===== src/rtl/vwr_pkg.sv =====
package vwr_pkg;
  typedef enum logic [2:0] {
    CK_IDLE     = 3'd0,
    CK_WRITE    = 3'd1,
    CK_WRITE_M  = 3'd2,
    CK_BLOCK    = 3'd3,
    CK_BLOCK_M  = 3'd4,
    CK_LOAD_MSK = 3'd5,
    CK_LOAD_CLR = 3'd6,
    CK_MODE_RST = 3'd7
  } cycleKind_e;

  typedef struct packed {
    logic captureRowMask;
    logic captureCol;
    logic fire;
    logic clearPersist;
    logic isWrite;
    logic isBlock;
    logic isMasked;
    logic isLoadColor;
    logic isLoadMask;
  } vwrStrobe_t;
endpackage


===== src/rtl/vwr_ctrl.sv =====
module vwr_ctrl
  import vwr_pkg::*;
(
  input  logic       clk,
  input  logic       rstN,
  input  logic       rasFall,
  input  logic [2:0] cycleKind,
  input  logic       casFall,
  input  logic       weFall,
  output vwrStrobe_t stb
);
  logic       active;
  logic       weSeen;
  logic       casSeen;
  cycleKind_e curKind;
  cycleKind_e newKind;
  logic       weNow;
  logic       casNow;
  logic       fireNow;

  assign newKind = cycleKind_e'(cycleKind);
  assign weNow   = weSeen | weFall;
  assign casNow  = casSeen | casFall;
  assign fireNow = active && !rasFall && weNow && casNow && (weFall || casFall);

  always_ff @(posedge clk) begin
    if (!rstN) begin
      active  <= 1'b0;
      weSeen  <= 1'b0;
      casSeen <= 1'b0;
      curKind <= CK_IDLE;
    end else if (rasFall) begin
      active  <= (newKind != CK_IDLE) && (newKind != CK_MODE_RST);
      curKind <= newKind;
      weSeen  <= 1'b0;
      casSeen <= 1'b0;
    end else if (active) begin
      weSeen  <= weNow;
      casSeen <= casNow;
      if (fireNow) active <= 1'b0;
    end
  end

  always_comb begin
    stb = '0;
    stb.captureRowMask = rasFall && (newKind == CK_WRITE_M || newKind == CK_BLOCK_M);
    stb.clearPersist   = rasFall && (newKind == CK_MODE_RST);
    stb.captureCol     = active && !rasFall && casFall && !casSeen;
    stb.fire           = fireNow;
    stb.isWrite        = (curKind == CK_WRITE) || (curKind == CK_WRITE_M) ||
                         (curKind == CK_BLOCK) || (curKind == CK_BLOCK_M);
    stb.isBlock        = (curKind == CK_BLOCK) || (curKind == CK_BLOCK_M);
    stb.isMasked       = (curKind == CK_WRITE_M) || (curKind == CK_BLOCK_M);
    stb.isLoadColor    = (curKind == CK_LOAD_CLR);
    stb.isLoadMask     = (curKind == CK_LOAD_MSK);
  end
endmodule


===== src/rtl/vwr_datapath.sv =====
module vwr_datapath
  import vwr_pkg::*;
#(
  parameter int ADDR_W = 9,
  parameter int DATA_W = 16,
  parameter int BLOCK  = 4,
  localparam int COLS    = 1 << ADDR_W,
  localparam int BLK_LOG = $clog2(BLOCK),
  localparam int HALF    = DATA_W / 2
) (
  input  logic              clk,
  input  logic              rstN,
  input  vwrStrobe_t        stb,
  input  logic              casLowEn,
  input  logic              casHighEn,
  input  logic [ADDR_W-1:0] addr,
  input  logic [DATA_W-1:0] dataIn,
  output logic              wrValid,
  output logic [COLS-1:0]   colWe,
  output logic [DATA_W-1:0] bitEn,
  output logic [DATA_W-1:0] wrData,
  output logic [DATA_W-1:0] colorReg,
  output logic              persist
);
  logic [DATA_W-1:0] maskReg;
  logic [DATA_W-1:0] rowMask;
  logic [ADDR_W-1:0] colAddr;
  logic              laneLo;
  logic              laneHi;

  logic [ADDR_W-1:0] colSel;
  logic              laneLoSel;
  logic              laneHiSel;
  logic [DATA_W-1:0] ioMask;
  logic [DATA_W-1:0] bitEnNext;
  logic [COLS-1:0]   colWeNext;

  assign colSel    = stb.captureCol ? addr      : colAddr;
  assign laneLoSel = stb.captureCol ? casLowEn  : laneLo;
  assign laneHiSel = stb.captureCol ? casHighEn : laneHi;

  always_comb begin
    if (!stb.isMasked)  ioMask = '1;
    else if (persist)   ioMask = maskReg;
    else                ioMask = rowMask;
    bitEnNext = ioMask & {{(DATA_W-HALF){laneHiSel}}, {HALF{laneLoSel}}};
  end

  for (genvar c = 0; c < COLS; c++) begin : g_col
    localparam logic [ADDR_W-1:0] CIDX = ADDR_W'(c);
    assign colWeNext[c] = stb.isBlock
      ? ((CIDX[ADDR_W-1:BLK_LOG] == colSel[ADDR_W-1:BLK_LOG]) && dataIn[c % BLOCK])
      : (CIDX == colSel);
  end

  always_ff @(posedge clk) begin
    if (!rstN) begin
      colorReg <= '0;
      maskReg  <= '0;
      persist  <= 1'b0;
      rowMask  <= '0;
      colAddr  <= '0;
      laneLo   <= 1'b0;
      laneHi   <= 1'b0;
      wrValid  <= 1'b0;
      colWe    <= '0;
      bitEn    <= '0;
      wrData   <= '0;
    end else begin
      wrValid <= 1'b0;
      colWe   <= '0;
      bitEn   <= '0;
      wrData  <= '0;
      if (stb.captureRowMask) rowMask <= dataIn;
      if (stb.clearPersist)   persist <= 1'b0;
      if (stb.captureCol) begin
        colAddr <= addr;
        laneLo  <= casLowEn;
        laneHi  <= casHighEn;
      end
      if (stb.fire) begin
        if (stb.isLoadColor) colorReg <= dataIn;
        if (stb.isLoadMask) begin
          maskReg <= dataIn;
          persist <= 1'b1;
        end
        if (stb.isWrite) begin
          wrValid <= 1'b1;
          colWe   <= colWeNext;
          bitEn   <= bitEnNext;
          wrData  <= stb.isBlock ? colorReg : dataIn;
        end
      end
    end
  end
endmodule


===== src/rtl/vwr_mask_path.sv =====
module vwr_mask_path
  import vwr_pkg::*;
#(
  parameter int ADDR_W = 9,
  parameter int DATA_W = 16,
  parameter int BLOCK  = 4,
  localparam int COLS = 1 << ADDR_W
) (
  input  logic              clk,
  input  logic              rstN,
  input  logic              rasFall,
  input  logic [2:0]        cycleKind,
  input  logic              casFall,
  input  logic              casLowEn,
  input  logic              casHighEn,
  input  logic              weFall,
  input  logic [ADDR_W-1:0] addr,
  input  logic [DATA_W-1:0] dataIn,
  output logic              wrValid,
  output logic [COLS-1:0]   colWe,
  output logic [DATA_W-1:0] bitEn,
  output logic [DATA_W-1:0] wrData
);
  vwrStrobe_t        stb;
  logic [DATA_W-1:0] colorReg;
  logic              persist;

  vwr_ctrl u_ctrl (
    .clk(clk), .rstN(rstN), .rasFall(rasFall), .cycleKind(cycleKind),
    .casFall(casFall), .weFall(weFall), .stb(stb)
  );

  vwr_datapath #(.ADDR_W(ADDR_W), .DATA_W(DATA_W), .BLOCK(BLOCK)) u_dp (
    .clk(clk), .rstN(rstN), .stb(stb), .casLowEn(casLowEn), .casHighEn(casHighEn),
    .addr(addr), .dataIn(dataIn), .wrValid(wrValid), .colWe(colWe),
    .bitEn(bitEn), .wrData(wrData), .colorReg(colorReg), .persist(persist)
  );
endmodule


===== config.mk =====
export PLATFORM = sky130hd
export DESIGN_NAME = vwr_mask_path
export DESIGN_NICKNAME = d
export VERILOG_FILES = /design/src/rtl/vwr_pkg.sv /design/src/rtl/vwr_ctrl.sv /design/src/rtl/vwr_datapath.sv /design/src/rtl/vwr_mask_path.sv
export SDC_FILE = /design/constraint.sdc
export NUM_CORES = 1
export LEC_CHECK = 0
export BUFFER_PORTS_ARGS = -buffer_cell sky130_fd_sc_hd__buf_4
export CAP_MARGIN = 40
export CORE_AREA = 2 2 228 230
export DETAILED_ROUTE_END_ITERATION = 8
export DIE_AREA = 0 0 230 232
export PLACE_DENSITY = 0.73
export SLEW_MARGIN = 30
export SYNTH_ARGS = -nofsm -noshare
export SYNTH_HDL_FRONTEND = slang
export SYNTH_HIERARCHICAL = 1
export SYNTH_SLANG_ARGS = --single-unit

===== constraint.sdc =====
create_clock -name clk -period 2.4 [get_ports clk]
set_clock_uncertainty 0.2 [all_clocks]
set_input_delay 0.24 -clock clk [delete_from_list [all_inputs] [get_ports clk]]
set_output_delay 0.24 -clock clk [all_outputs]
set_load 0.05 [all_outputs]

==> results.py <==
metrics = {
    "status": {
        "status": "finished with violations",
        "violations_in_the_final_reports": "negative setup slack",
    },
    "drt": {
        "tritonroute_pass_1_iters": 6,
        "wl_met1_mm": 31.0,
        "met3_wirelength_mm": 10.4,
        "highest-signal-layer": "met5",
        "dr_wl_met2_mm": 43.5,
        "vias_per_cell": 5.90,
        "via_count": 19419,
        "dr.first_iter.drc_count": 2648,
        "drc": 0,
        "routed_wire_length_per_instance_um": 27.7,
        "drt_wl_total_mm": 91.0,
        "drtAntennaViolNets": 0,
    },
    "clock_network": {
        "cts_num_sinks": 611,
        "cts_tree": "yes",
        "numCtsBuffers": 58,
        "clock_tree.root_cell": "clkbuf_16",
        "cts_htree_levels": 2,
        "cts.path.max_buffers": 3,
        "clock_latency_ns": 0.65,
        "clk_transition_reported_paths_ns": 0.07,
    },
    "yosys": {
        "compound_cell_area_share_of_the_yosys_netlist": 0.203,
        "synth.cell_area_mm2": 0.0191,
        "ys.warnings.count": 6,
        "post_synth_fa_ha_maj_area_fraction": 0,
        "postSynth.asyncResetShare": 0,
        "syn_inst": 1798,
        "postSynth.topFlopCell": "dfxtp_1",
        "yosys.area_share.xor_xnor": 0.00138,
        "syn_area_per_cell_um2": 10.6,
        "yosys_register_bits": 611,
        "yosys.cell_types.count": 46,
        "post_synth_and_or_nand_nor_area_fraction": 0.0777,
        "synth-seq-area-share": 0.642,
        "post_synth_edffs": 0,
        "syn-num-nets": 1833,
        "yosys-mux-area-fraction": 0.0307,
        "synth_top_family_by_area": "compound AO/OA/AOI/OAI gates",
    },
    "final_layout": {
        "final_layout_size_suffix_gt1_frac": 0.424,
        "areaGrowthSynthToFinish_pct": 56.5,
        "final_cell_count_no_fill": 3292,
        "multi_input_area_mm2": 0.00678,
        "number_of_filler_cells_placed_in_the_layout": 4091,
        "finish.net_count": 2598,
        "seqCellArea_mm2": 0.0122,
    },
    "sta": {
        "period_minus_slack_ns": 2.49,
        "slew_violations": 0,
        "fin_crit_sh": 1.04,
        "final_hold_vio_count": 0,
        "setup-tns-final_ns": -0.414,
        "rsz0062_at_grt": "true",
        "worst_pin_slew_ns": 0.685,
        "setup-violations-final": 31,
        "timing.fmax_mhz": 402,
        "final.setup.worst_slack_ns": -0.0902,
        "timing.slew.headroom": 0.542,
    },
    "power": {
        "power_frac_seq": 0.502,
        "clock_power_share": 0.464,
        "power.static_leakage_nw": 11.8,
        "internal_power_w": 0.0158,
        "total_switching_power_w": 0.00451,
        "report.power.total_w": 0.0203,
        "power_per_cell_area_mw_per_mm2": 679,
        "irDropWorstVdd_v": 0.000602,
        "power_switching_share": 0.223,
        "combinationalPowerShare": 0.034,
    },
    "floorplanning": {
        "die-width_um": 230,
        "ios": 580,
        "fp.coreArea_mm2": 0.0509,
        "rows": 83,
        "start_util": 0.374,
        "die_y_um": 232,
        "die_area_mm2": 0.0534,
    },
    "place": {
        "buffer_ports.inserted": 579,
        "hpwl_mm": 63.6,
        "place.gp.congestion": 0.944,
        "dp.cells": 3132,
    },
    "flow_run": {
        "timing.max_cap.violations": 0,
    },
    "worst_setup_path": {
        "worst_ep_arrival_time_ns": 2.82,
        "worst-endpoint-required_ns": 2.73,
        "worstSetupStartpointType": "flip-flop",
        "crit-reg2reg-launch": "u_ctrl/casSeen$_SDFFE_PP0P_",
        "path_class": "reg -> reg",
        "r2r.worst_path.cells": 8,
        "crit_path_max_fanout": 22,
        "setup.worst_path.end_class": "flip-flop",
        "regToRegSetupSlack_ns": -0.09,
        "critical_path.reg2reg.endpoint": "u_dp/colWe[76]$_SDFF_PN0_",
    },
    "global_routing": {
        "grt_antenna_before_repair": 6,
        "grt_first_pass_wirelength_mm": 127,
        "grt_pass1_vias": 18997,
        "maximum_number_of_pins_on_one_net_before_global_route_repair": 56,
        "globalRouteOverflowTotal": 0,
        "track_usage": 0.320,
    },
    "min_path": {
        "hold_path_end": "u_dp/colAddr[6]$_SDFF_PN0_",
        "hp-start": "rasFall",
        "hold_path_class": "in -> reg",
        "min_delay_path_depth": 6,
    },
}
-- cell type report --
class | instances | area share
multi-input cells | 980 | 0.227
clock buffers | 78 | 0.0539
repair buffers | 902 | 0.267
diodes | 2 | 0.000168
flip-flops and latches | 611 | 0.410
clock inverters | 29 | 0.0118
well taps | 680 | 0.0285
inverters | 10 | 0.00126
-- metal layers --
metal	track usage	vias to the layer above
li1	-	8143
met1	0.359	9163
met2	0.541	1700
met3	0.0922	405
met4	0.192	8
met5	0	-
-- synth_stat cells (4+ instances only) --
library cell  number  area, µm²
nor2_1            26       97.6
o22ai_1          512       3200
o32ai_2            5       81.3
nand3_1           70        350
nand3b_1           4       30.0
nand2b_1           8       50.1
inv_1             10       37.5
nand2_1          166        623
o32ai_1            5       43.8
dfxtp_1          611      12200
nor2b_1           24        150
mux2i_1           56        561
and2_1             6       37.5
buf_1              9       33.8
a21oi_1           19       95.1
a21boi_0          37        278
clkbuf_1         135        507
buf_2             48        240
buf_4              4       30.0
-- through the flow --
step	instance area [µm²]	hold WS (ns)	worst slack, ns	util
after detailed placement	26500	0.259	-0.315	0.521
after CTS	29300	0.00839	-0.0549	0.575
after global placement	26500	0.247	-0.292	0.521
final	29800	0.0453	-0.0902	0.586
after floorplan	19100	0.162	0.0373	-
after global routing	29800	0.0382	-0.129	0.586
-- worst max path at each step --
stage                                startpoint                          to  slack, ns  cells after the start
finish              u_ctrl/casSeen$_SDFFE_PP0P_   u_dp/colWe[76]$_SDFF_PN0_      -0.09                      8
global route        u_ctrl/casSeen$_SDFFE_PP0P_   u_dp/colWe[68]$_SDFF_PN0_      -0.13                      8
CTS                 u_ctrl/casSeen$_SDFFE_PP0P_   u_dp/colWe[76]$_SDFF_PN0_      -0.05                      8
detailed placement                      casFall   u_dp/colWe[76]$_SDFF_PN0_      -0.32                      9
global placement                        casFall   u_dp/colWe[76]$_SDFF_PN0_      -0.29                      9
floorplan                               rasFall  u_dp/colWe[184]$_SDFF_PN0_       0.04                      9
-- cells in the final DEF, fill, tap and decap left out, drive strengths merged, types with 11 or more instances in the layout --
cell,synthesis,routed
clkinv,0,18
dlygate4sd3,0,38
dfxtp,611,611
nand2,167,167
clkbuf,135,78
inv,10,14
nand3,70,70
nor2b,24,24
a21boi,37,37
nor2,28,28
o22ai,515,515
o32ai,11,11
a21oi,22,22
mux2i,57,57
buf,62,863
-- power groups by stage --
stage	logic [W]	clock network, W	registers [W]
finish	0.000691	0.00939	0.0102
global route	0.000724	0.00983	0.0102
global placement	0.000565	0	0.0104
CTS	0.000655	0.00942	0.0102
floorplan	0.000275	0	0.0104
detailed placement	0.000574	0	0.0104
-- kinds of logic (layout without fill, tap and decap cells) --
group / count (synthesis) / after routing
xor gates and xnor gates: 3 / 3
other: 0 / 2
and+or+nand+nor: 325 / 325
AOI/OAI and AO/OA: 594 / 594
DFF: 611 / 611
buffers and inverters: 207 / 1019
muxes: 58 / 58
-- worst max-delay path, cell delays in order, from the launching register on --
cell      delay [ns]
dfxtp_2         0.34
nor4bb_4        0.33
buf_12          0.19
or3b_2          0.46
a21oi_2         0.16
buf_6           0.15
nand2_2         0.09
buf_12          0.20
o22ai_4         0.25
-- sequential cells by signal, summed over array words and instances (netlist names) --
| register | count |
|---|---|
| u_dp/colWe | 512 |
| u_dp/bitEn | 16 |
| u_dp/colorReg | 16 |
| u_dp/maskReg | 16 |
| u_dp/rowMask | 16 |
| u_dp/wrData | 16 |
| u_dp/colAddr | 9 |
| u_ctrl/curKind | 3 |
| u_ctrl/active | 1 |
| u_ctrl/casSeen | 1 |
| u_ctrl/weSeen | 1 |
| u_dp/laneHi | 1 |
| u_dp/laneLo | 1 |
| u_dp/persist | 1 |
| u_dp/wrValid | 1 |
-- repair_timing --
item	CTS	global route
setup buffers	10	1
gates resized for setup	50	104
gates cloned	2	0
pin swaps	2	3
endpoints found under the hold margin	121	0
endpoints found under the setup margin	355	454
hold buffers	38	0
No activity file was read; power rests on OpenSTA's default activity.
